===== src/rtl/pld_cell_pkg.sv =====
package pld_cell_pkg;

    localparam int MODE_W   = 4;
    localparam int FB_SEL_W = 2;

    typedef enum logic [FB_SEL_W-1:0] {
        FB_PIN = 2'b00,
        FB_REG = 2'b01,
        FB_SUM = 2'b10,
        FB_RSV = 2'b11
    } fb_sel_e;

    typedef struct packed {
        fb_sel_e fb_sel;
        logic    registered;
        logic    active_high;
    } cell_mode_t;

    typedef struct packed {
        logic src_pterm;
        logic invert;
    } clk_cfg_t;

    // Reserved feedback code selects the safe combinational, active-high, pin-feedback cell.
    function automatic cell_mode_t decode_mode(input logic [MODE_W-1:0] raw);
        cell_mode_t m;
        if (raw[MODE_W-1 -: FB_SEL_W] == FB_RSV) begin
            m.fb_sel      = FB_PIN;
            m.registered  = 1'b0;
            m.active_high = 1'b1;
        end else begin
            m.fb_sel      = fb_sel_e'(raw[MODE_W-1 -: FB_SEL_W]);
            m.registered  = raw[1];
            m.active_high = raw[0];
        end
        return m;
    endfunction

endpackage


===== src/rtl/pld_clk_edge.sv =====
module pld_clk_edge
    import pld_cell_pkg::*;
(
    input  logic     clk,
    input  logic     rst,
    input  clk_cfg_t ccfg,
    input  logic     pin_clk,
    input  logic     pt_clk,
    output logic     cap_edge
);
    logic sel_lvl;
    logic prev_lvl;

    assign sel_lvl  = (ccfg.src_pterm ? pt_clk : pin_clk) ^ ccfg.invert;
    assign cap_edge = sel_lvl & ~prev_lvl;

    // Held high in reset so a level already high afterwards is not taken as an edge.
    always_ff @(posedge clk) begin
        if (rst) prev_lvl <= 1'b1;
        else     prev_lvl <= sel_lvl;
    end

    // no capture in the first cycle after reset
    p_no_edge_after_reset_r1: assert property (@(posedge clk) disable iff (rst)
        $past(rst) |-> !cap_edge);

endmodule


===== src/rtl/pld_cell_ff.sv =====
module pld_cell_ff (
    input  logic clk,
    input  logic rst,
    input  logic cap_edge,
    input  logic sum_term,
    input  logic preset_term,
    input  logic clear_term,
    output logic q_eff
);
    logic q_reg;

    always_ff @(posedge clk) begin
        if (rst)             q_reg <= 1'b0;
        else if (clear_term) q_reg <= 1'b0;
        else if (cap_edge)   q_reg <= preset_term | sum_term;
    end

    // Clear reaches the cell at once, ahead of the stored bit.
    assign q_eff = q_reg & ~clear_term;

    p_reset_zero_r1: assert property (@(posedge clk)
        rst |=> !q_reg);

    p_capture_r2: assert property (@(posedge clk) disable iff (rst)
        (cap_edge && !preset_term && !clear_term) |=> (q_reg == $past(sum_term)));

    p_hold_r2: assert property (@(posedge clk) disable iff (rst)
        (!cap_edge && !clear_term) |=> $stable(q_reg));

    p_preset_high_r3: assert property (@(posedge clk) disable iff (rst)
        (cap_edge && preset_term && !clear_term) |=> q_reg);

    p_clear_wins_r5: assert property (@(posedge clk) disable iff (rst)
        clear_term |=> !q_reg);

endmodule


===== src/rtl/pld_cell_out.sv =====
module pld_cell_out
    import pld_cell_pkg::*;
(
    input  logic       clk,
    input  logic       rst,
    input  cell_mode_t mcfg,
    input  logic       sum_term,
    input  logic       q_eff,
    input  logic       clear_term,
    input  logic       pin_in,
    output logic       pin_out,
    output logic       fb_out
);
    logic core_val;

    assign core_val = mcfg.registered ? q_eff : sum_term;
    assign pin_out  = mcfg.active_high ? core_val : ~core_val;

    always_comb begin
        unique case (mcfg.fb_sel)
            FB_REG:  fb_out = q_eff;
            FB_SUM:  fb_out = sum_term;
            default: fb_out = pin_in;
        endcase
    end

    // a registered output shows the inactive level while clear holds
    p_clear_forces_low_r4: assert property (@(posedge clk) disable iff (rst)
        (clear_term && mcfg.registered) |-> (pin_out == !mcfg.active_high));

endmodule


===== src/rtl/pld_out_cell.sv =====
module pld_out_cell
    import pld_cell_pkg::*;
(
    input  logic              clk,
    input  logic              rst,
    input  logic [MODE_W-1:0] mode,
    input  logic              clk_src,
    input  logic              clk_inv,
    input  logic              sum_term,
    input  logic              oe_term,
    input  logic              preset_term,
    input  logic              clear_term,
    input  logic              pin_clk,
    input  logic              pt_clk,
    input  logic              pin_in,
    output logic              pin_out,
    output logic              pin_oe,
    output logic              fb_out
);
    cell_mode_t mcfg;
    clk_cfg_t   ccfg;
    logic       cap_edge;
    logic       q_eff;

    assign mcfg = decode_mode(mode);
    assign ccfg = '{src_pterm: clk_src, invert: clk_inv};

    pld_clk_edge u_edge (
        .clk      (clk),
        .rst      (rst),
        .ccfg     (ccfg),
        .pin_clk  (pin_clk),
        .pt_clk   (pt_clk),
        .cap_edge (cap_edge)
    );

    pld_cell_ff u_ff (
        .clk         (clk),
        .rst         (rst),
        .cap_edge    (cap_edge),
        .sum_term    (sum_term),
        .preset_term (preset_term),
        .clear_term  (clear_term),
        .q_eff       (q_eff)
    );

    pld_cell_out u_out (
        .clk        (clk),
        .rst        (rst),
        .mcfg       (mcfg),
        .sum_term   (sum_term),
        .q_eff      (q_eff),
        .clear_term (clear_term),
        .pin_in     (pin_in),
        .pin_out    (pin_out),
        .fb_out     (fb_out)
    );

    assign pin_oe = oe_term;

endmodule


===== config.mk =====
export PLATFORM = sky130hd
export DESIGN_NAME = pld_out_cell
export DESIGN_NICKNAME = d
export VERILOG_FILES = /design/src/rtl/pld_cell_pkg.sv /design/src/rtl/pld_clk_edge.sv /design/src/rtl/pld_cell_ff.sv /design/src/rtl/pld_cell_out.sv /design/src/rtl/pld_out_cell.sv
export SDC_FILE = /design/constraint.sdc
export NUM_CORES = 1
export LEC_CHECK = 0
export CORE_AREA = 3 3 40 42
export CTS_CLUSTER_SIZE = 10
export DETAILED_ROUTE_END_ITERATION = 6
export DIE_AREA = 0 0 43 45
export PLACE_DENSITY = 0.6
export SETUP_SLACK_MARGIN = 0.05
export SLEW_MARGIN = 20
export SYNTH_ARGS = -nofsm -noshare
export SYNTH_HDL_FRONTEND = slang
export SYNTH_SLANG_ARGS = --single-unit

===== constraint.sdc =====
create_clock -name clk -period 1.15 [get_ports clk]
set_clock_uncertainty 0.15 [all_clocks]
set_input_delay 0.23 -clock clk [delete_from_list [all_inputs] [get_ports clk]]
set_output_delay 0.23 -clock clk [all_outputs]
set_load 0.01 [all_outputs]

[After elaboration in Yosys (flattened, before gate mapping)]
Cells that the tools add are included.
Cells by class
  eq/ne operators: 3
  mux-type cells: 5
  bitwise logic cells: 7
  reductions and logical operators: 1
Operators by type and width (number)
  2-bit equality test (second input constant): 2
  4-bit 2-to-1 mux: 1
  1-bit 2-to-1 mux: 3
  1-bit inverter: 3
  1-bit AND: 2
  2-bit by 1-bit equality test with 1-bit output (second input constant): 1
  1-bit one-hot mux with 2 select lines: 1
  2-bit OR reduction: 1
  1-bit bitwise OR: 1
  1-bit XOR: 1
Storage, ports and cells
  register bits after elaboration: 2
  input port bits: 15
  output and inout port bits: 3
  word-level logic and storage cells: 18

[Depth between registers and ports, before layout]
Gate-level depths: netlist of run 1.
  word-level depth: 5
  mapped depth: 4
  mapped depth without buffers: 4

[Modules after synthesis]
From an unflattened synthesis of run 1, not the netlist that was laid out.
Unflattened totals
  cells, all modules: 27
  area, all modules: 234.0 um^2
Modules (own cells, without submodules)
  pld_clk_edge: times used 1, cells each 8, area each 78.8 um^2, seq. area each 20.0 um^2
  pld_cell_out: times used 1, cells each 9, area each 67.6 um^2, seq. area each 0.0 um^2
  pld_cell_ff: times used 1, cells each 5, area each 48.8 um^2, seq. area each 20.0 um^2
  pld_out_cell: times used 1, cells each 5, area each 38.8 um^2, seq. area each 0.0 um^2

[Worst setup path before layout of run 1]
No wires, ideal clock.
  kind: input-to-output
  from: input port mode[2]
  to: output port pin_out
  arrival: 1.088 ns
  required time: 0.770 ns
  setup slack: -0.318 ns
  stages on the path: 4
  buffers on the path: 0
  cell sequence: ha_1 > nor2_1 > a21oi_1 > o311ai_0
On the way
  cells in the longest elaborated chain, start to end: 5
RTL lines
  start: declaration: RTL line pld_out_cell.sv:6  | input logic [MODE_W-1:0] mode,
  2-bit equality test *: RTL line pld_cell_pkg.sv:27  | if (raw[MODE_W-1 -: FB_SEL_W] == FB_RSV) begin
  4-bit 2-to-1 mux *: RTL line pld_cell_pkg.sv:27
  1-bit 2-to-1 mux: RTL line pld_cell_out.sv:16  | assign core_val = mcfg.registered ? q_eff : sum_term;
  1-bit inverter: RTL line pld_cell_out.sv:17  | assign pin_out = mcfg.active_high ? core_val : ~core_val;
  1-bit 2-to-1 mux *: RTL line pld_cell_out.sv:17
  end: declaration: RTL line pld_out_cell.sv:16  | output logic pin_out,
Mark *: on every way between the ends. The rest lies on a longest branch, timed or not.

[Final worst setup path of run 1]
  from: input port mode[3]
  to: output port pin_out
The elaborated chain is that of the path after synthesis.

==> flow_summary.toml, run 1 <==
[status]
status = "finished with violations"
violations = "negative setup slack"

[floorplan]
start_util_pct = 18.21
std_cell_rows = 13
die_w_um = 43
coreArea_mm2 = 0.001285
die_h_um = 45
pin_count = 18
die_area_mm2 = 0.001935

[synth]
syn-instance-count = 30
synthArstFlopShare_pct = 0
synth-edff-count = 0
ys_ff_latch = 2
ys.flop_type = "dfxtp_1"
yosys_warnings = 0
yosys.area.top_type_share_pct = 17.11
synth_fa_ha_area_share_pct = 16.04
muxShareOfSynthArea_pct = 14.44
synth_area_um2 = 234.0
yosys.area.top_type = "dfxtp_1"
synth_area_leaders = "dfxtp_1 (17%), ha_1 (16%), mux2i_1 (8.6%), o21ai_0 (6.4%), mux2i_2 (5.9%)"
ys_top_cells_by_count = "ha_1 (3), inv_1 (3), nand2_1 (3), nor2_1 (3), o21ai_0 (3)"
synth_compound_area_share_pct = 16.04
yosysUniqueCellTypes = 17
syn_area_per_cell_um2 = 7.799
ys_seq_area_share_pct = 17.11
synth_fp_nets = 48
synth_top_family_by_area = "simple AND/OR/NAND/NOR gates"
synth_xor_area_share_pct = 3.743
synthSimpleGateAreaFrac_pct = 24.60

[grt]
grt_usage_pct = 8.306
top_usage_layer = "met2"
antenna_found_initial = 0
grt_pass1_wl_mm = 1.173
grt_util_met1_pct = 9.569
grt_max_degree = 7
grt_remaining_overflow = 0
use_met2_pct = 13.47
grt_pass1_vias = 299
use_met3_pct = 3.586

[min_path]
hold_depth = 4
hp-class = "primary input to flip-flop"
hold_end = "u_ff.q_reg$_SDFFE_PP0P_"
hold_path.startpoint = "clear_term"

[clocking]
h-tree-depth = 1
cts_setup_buffers = 0
cts_made_buffers = 3
cts_hold_buf = 0
numClockSinks = 2
clkTransAtPathRegs_ns = 0.03
clockRootBuffer = "clkbuf_4"
clockBufferDepth = 2
clk_latency_ns = 0.22
cts_tree = "yes"

[setup_path]
critical_path_arrival_ns = 1.09
rr_endpoint = "u_ff.q_reg$_SDFFE_PP0P_"
worst_setup_path_start_kind = "primary input"
r2r_setup_slack_ns = 0.22
critPathMaxFanout = 3
regToRegStartpoint = "u_edge.prev_lvl$_SDFF_PP1_"
crit_required_ns = 0.77
crit_type = "primary input to primary output"
critPathCaptureType = "primary output"
worst-r2r-cell-count = 3

[drt]
vias_per_cell = 4.203
drc_errors = 0
wl_um = 717
detailroute.via_count = 290
ant_nets = 0
firstDrtPassIters = 3
wl_per_cell_um = 10.39
drt-initial-drc-count = 2

[sta]
max_slew_margin_pct = 85.77
worstMarginPinSlew_ns = 0.2093
period_minus_slack_ns = 1.473
rsz0062_at_grt = "true"
clock.fmax_mhz = 678.9
maxSlewViolCount = 0
fin_ws_ns = -0.3231
setup_viol = 2
hold_viol_final = 0
fin_hold_ws_ns = 0.1986
fin_crit_sh_pct = 128.1

[power_and_ir_drop]
peakVddDrop_v = 0.0002800
power.density_mw_per_mm2 = 704.5
leakagePower_nw = 0.2498

[cells_and_area]
seq_area_um2 = 41.29
multi_input_area_um2 = 250.2
final_cell_count_no_fill = 69
areaGrowthSynthToFinish_pct = 127.3
drive_above_1_share_pct = 50.00
nFillCells = 142
diodes = 0
fin_nets = 74

[place]
place_inst = 66
port-buffer-count = 15
dp_hpwl_um = 508.5
routabilityCongestion = 0.6698

[flow_run]
drv_cap = 0
kinds of logic (layout without fill, tap and decap cells):
kind of cell    count (synthesis)  count (layout)
fa+ha+maj                       3               3
buf+inv                         4              28
simple gates                   11              11
xor+xnor                        1               1
mux                             3               3
compound gates                  6               6
flops                           2               2
how the worst max path moves through the flow:
stage                            start       to  cells after the start
6_report                       mode[3]  pin_out                      6
5_1_grt                        mode[3]  pin_out                      6
3_3_place_gp                   mode[2]  pin_out                      6
4_1_cts        u_ff.q_reg$_SDFFE_PP0P_  pin_out                      4
3_5_place_dp                   mode[3]  pin_out                      6
2_1_floorplan                  mode[2]  pin_out                      4
report_power, final:
part	total [mW]	switching, mW	leakage [nW]	internal (mW)
Clock	0.153	0.0383	0.0138	0.115
Sequential	0.0766	0.00211	0.0169	0.0745
Combinational	0.145	0.0576	0.219	0.0872
cells in the final DEF (no fill, tap or decap):
cell type,instances
buf_4,6
buf_2,4
inv_1,3
nand2_1,3
nor2_1,3
ha_4,3
clkbuf_4,3
clkdlybuf4s50_1,3
o21ai_2,2
nor2b_1,2
mux2i_1,2
clkdlybuf4s15_1,2
dlygate4sd2_1,2
buf_6,2
a32oi_2,1
a21oi_1,1
and3_1,1
nor4bb_4,1
o311ai_2,1
o21ai_0,1
mux2i_2,1
xor2_1,1
nand2b_1,1
clkbuf_2,1
dlymetal6s2s_1,1
buf_8,1
dfxtp_1,1
dfxtp_2,1
metrics by stage:
step / worst slack, ns / TNS, ns / power, mW / instance area (um^2) / utilization, %
4_1_cts: -0.4038 / -0.6861 / 0.3771 / 515.5 / 40.12
3_3_place_gp: -1.164 / -3.236 / 0.2181 / 474.2 / 36.90
2_1_floorplan: -0.04894 / -0.04894 / 0.1294 / 260.3 / -
5_1_grt: -0.3878 / -0.7085 / 0.4090 / 531.8 / 41.38
6_report: -0.3231 / -0.5862 / 0.3746 / 531.8 / 41.38
3_5_place_dp: -1.169 / -3.226 / 0.2180 / 474.2 / 36.90
final cells by class:
type                       count  share of cell area (%)
timing repair buffer          22                   35.29
clock buffer                   3                   4.235
multi-input combinational     24                   47.06
tap                           15                   3.529
sequential                     2                   7.765
inverter                       3                   2.118
critical path, stage by stage:
cell,delay (ns)
buf_8,0.10
ha_4,0.16
nor4bb_4,0.28
o21ai_2,0.08
o311ai_2,0.06
buf_2,0.17
per-layer routing:
layer	vias up	share of wire, %	routed length [um]
met4	0	0	0
met2	12	51	369
met5	-	0	0
li1	153	-	-
met1	125	41	291
met3	0	7.8	56
timing repair:
item / 4_1_cts / 5_1_grt
pin swaps: 6 / 1
resized for setup: 39 / 8
endpoints found under the setup margin: 4 / 3
No activity file was read; power rests on OpenSTA's default activity.
==> inputs of run 2 (changes only) <==
PLACE_DENSITY = not set   (was 0.6)
==> results of run 2 <==
No change in the layout: final DEF, timing and power equal those of run 1.
==> inputs of run 3 (changes only) <==
SYNTH_HIERARCHICAL = 1   (was not set)
clock period = 1.8 ns   (was 1.15 ns; I/O delays follow)
==> run 3 against run 2 <==
  * The run now ends clean
  * Global-route usage is 1.4 points lower
  * Core utilization down 1.6 points
  * Combinational power is 36% lower
  * Via count fell by 10%
  * Final area decreased by 3.8%
  * Area after synthesis unchanged
  * Worst hold slack improved by 0.21 ns
  * Sequential power fell by 36%
  * First-iteration DRC count shrank 50%
  * Flip-flop and latch count is the same
==> flow_summary.toml, run 3 <==
[power_and_ir_drop]
leakagePower_nw = 0.2294
p_sw_mw = 0.06078
peakVddDrop_v = 0.0004057
combinationalPowerShare_pct = 38.9
clockPowerShare_pct = 40.8
power.share.switching_pct = 25.32
pwr-share-seq_pct = 20.3
power.density_mw_per_mm2 = 469.1
p_int_mw = 0.1793

[synth]
ys.flop_type = "dfxtp_1"
synth_fp_nets = 44
ys_seq_area_share_pct = 17.11
ys_top_cells_by_count = "nor2_1 (4), nor2b_1 (4)"
yosys_warnings = 6
yosys.area.top_type = "dfxtp_1"
yosysUniqueCellTypes = 17
synth_area_leaders = "dfxtp_1 (17%), ha_1 (11%), nor2b_1 (11%), mux2i_1 (8.6%), a2111oi_2 (6.4%)"
synthArstFlopShare_pct = 0
synth-edff-count = 0
syn_area_per_cell_um2 = 8.666
synth_area_um2 = 234.0
ys_ff_latch = 2
syn-instance-count = 27
yosys.area.top_type_share_pct = 17.11

[drt]
dr_wl_met3_um = 67
vias_per_cell = 4.078
drc_errors = 0
wl_per_cell_um = 8.891
ant_nets = 0
wl_met2_um = 274
wl_um = 569
detailroute.via_count = 261
top_layer_used = "met3"
firstDrtPassIters = 2
drt-initial-drc-count = 1
drt-met1-wl_um = 227

[cells_and_area]
drive_above_1_share_pct = 53.06
fin_nets = 68
areaGrowthSynthToFinish_pct = 118.7
layout_commonest_cell = "clkdlybuf4s50_1"
final_cell_mix = "clkdlybuf4s50_1 (6), buf_4 (4), clkbuf_4 (3), nor2_1 (3)"
final_util_pct = 39.82
diodes = 0

[clocking]
cts_tree = "yes"
h-tree-depth = 1
clkTransAtPathRegs_ns = 0.03
cts_made_buffers = 3
clockBufferDepth = 2
cts_setup_buffers = 0
clockRootBuffer = "clkbuf_4"
cts_hold_buf = 0
numClockSinks = 2
clk_latency_ns = 0.22

[sta]
period_minus_slack_ns = 1.733
hold_viol_final = 0
rsz0062_at_grt = "true"
worstMarginPinSlew_ns = 0.2062
fin_crit_sh_pct = 96.25
maxSlewViolCount = 0
clock.fmax_mhz = 577.2
max_slew_margin_pct = 85.98
setup_viol = 0
fin_ws_ns = 0.06746

[min_path]
hold_depth = 2
hp-class = "flip-flop to flip-flop"
hold_path.startpoint = "u_ff/q_reg$_SDFFE_PP0P_"
hold_end = "u_ff/q_reg$_SDFFE_PP0P_"

[setup_path]
crit_type = "primary input to primary output"
r2r_setup_slack_ns = 0.63
worst-r2r-cell-count = 3
crit_path_cell_trace = "buf_8, buf_6, a21boi_2, mux2i_1, xor2_1, buf_2"
regToRegStartpoint = "u_edge/prev_lvl$_SDFF_PP1_"
critPathMaxFanout = 3
slowest_delay_ns = 0.23
path_buf_inv = 3
crit_family = "buffers and inverters"
critPathCaptureType = "primary output"
critPathSlowestCell = "mux2i_1"
crit_required_ns = 1.29
worst_setup_path_start_kind = "primary input"
critical_path_arrival_ns = 1.22
rr_endpoint = "u_ff/q_reg$_SDFFE_PP0P_"

[grt]
grt_usage_pct = 6.905
antenna_found_initial = 0
grt_max_degree = 5
grt_pass1_vias = 258
grt_remaining_overflow = 0
grt_pass1_wl_um = 938

[place]
port-buffer-count = 15
dpl_worst_slack_ns = -0.8523
dp_hpwl_um = 451.5
routabilityCongestion = 0.6737

[floorplan]
pin_count = 18
std_cell_rows = 13
die_w_um = 43
coreArea_mm2 = 0.001285
start_util_pct = 18.21
die_h_um = 45
die_area_mm2 = 0.001935

[flow_run]
drv_cap = 0

[status]
status = "finished clean"
## run 3: through the flow
stage                     power [mW]  hold WS [ns]  TNS [ns]  cells  cell area (um^2)
after floorplan              0.08269        0.2789         0     27             234.0
after global placement        0.1353        0.3679    -1.788     61             432.9
after detailed placement      0.1356        0.3756    -1.831     61             432.9
after CTS                     0.2439        0.3802         0     64             491.7
after global routing          0.2623        0.4321         0     64             511.7
final                         0.2401        0.4087         0     64             511.7
## run 3: worst max path at each step
stage | startpoint | to | slack, ns | depth (start not counted)
global route | mode[2] | pin_out | 0.007 | 6
CTS | mode[1] | pin_out | 0.03 | 5
finish | mode[2] | pin_out | 0.07 | 6
floorplan | mode[2] | fb_out | 0.14 | 4
detailed placement | mode[2] | pin_out | -0.85 | 6
global placement | mode[2] | pin_out | -0.83 | 6
## run 3: layout make-up
type / instances / area (um^2)
inverter: 2 / 7.507
timing repair buffer: 20 / 185.2
sequential: 2 / 40.04
multi-input combinational: 22 / 237.7
clock buffer: 3 / 22.52
tap: 15 / 18.77
fill: 135 / 773.2
## run 3: layer usage
metal  vias to the layer above  GRT usage [%]
met5                         -              0
met4                         0          3.614
met3                         0          5.578
met2                        13          11.68
met1                       112          5.769
li1                        136              -
## run 3: cell families after synthesis
family / count (synthesis) / synth area share (%)
mux: 4 / 20.85
simple gates: 10 / 22.46
xor+xnor: 1 / 3.744
fa+ha+maj: 2 / 10.69
flops: 2 / 17.11
buf+inv: 3 / 6.420
compound gates: 5 / 18.72
## run 3: power groups by stage
stage / clock (mW) / combinational [mW] / sequential, mW
after CTS: 0.105 / 0.0906 / 0.0487
after global placement: 0 / 0.0862 / 0.0491
after global routing: 0.112 / 0.101 / 0.0491
after floorplan: 0 / 0.0339 / 0.0488
after detailed placement: 0 / 0.0864 / 0.0492
final: 0.0979 / 0.0935 / 0.0488
## run 3: worst register-to-register path, stage by stage, from the launching register on
cell and delay, ns:
dfxtp_1 0.32, nor2_1 0.05, mux2_4 0.29, a2111oi_4 0.27
## run 3: what timing repair did
| action | CTS | global route |
|---|---|---|
| hold endpoints to repair | 0 | 0 |
| endpoints found under the setup margin | 2 | 3 |
| resized for setup | 35 | 7 |
| pin swaps | 4 | 4 |
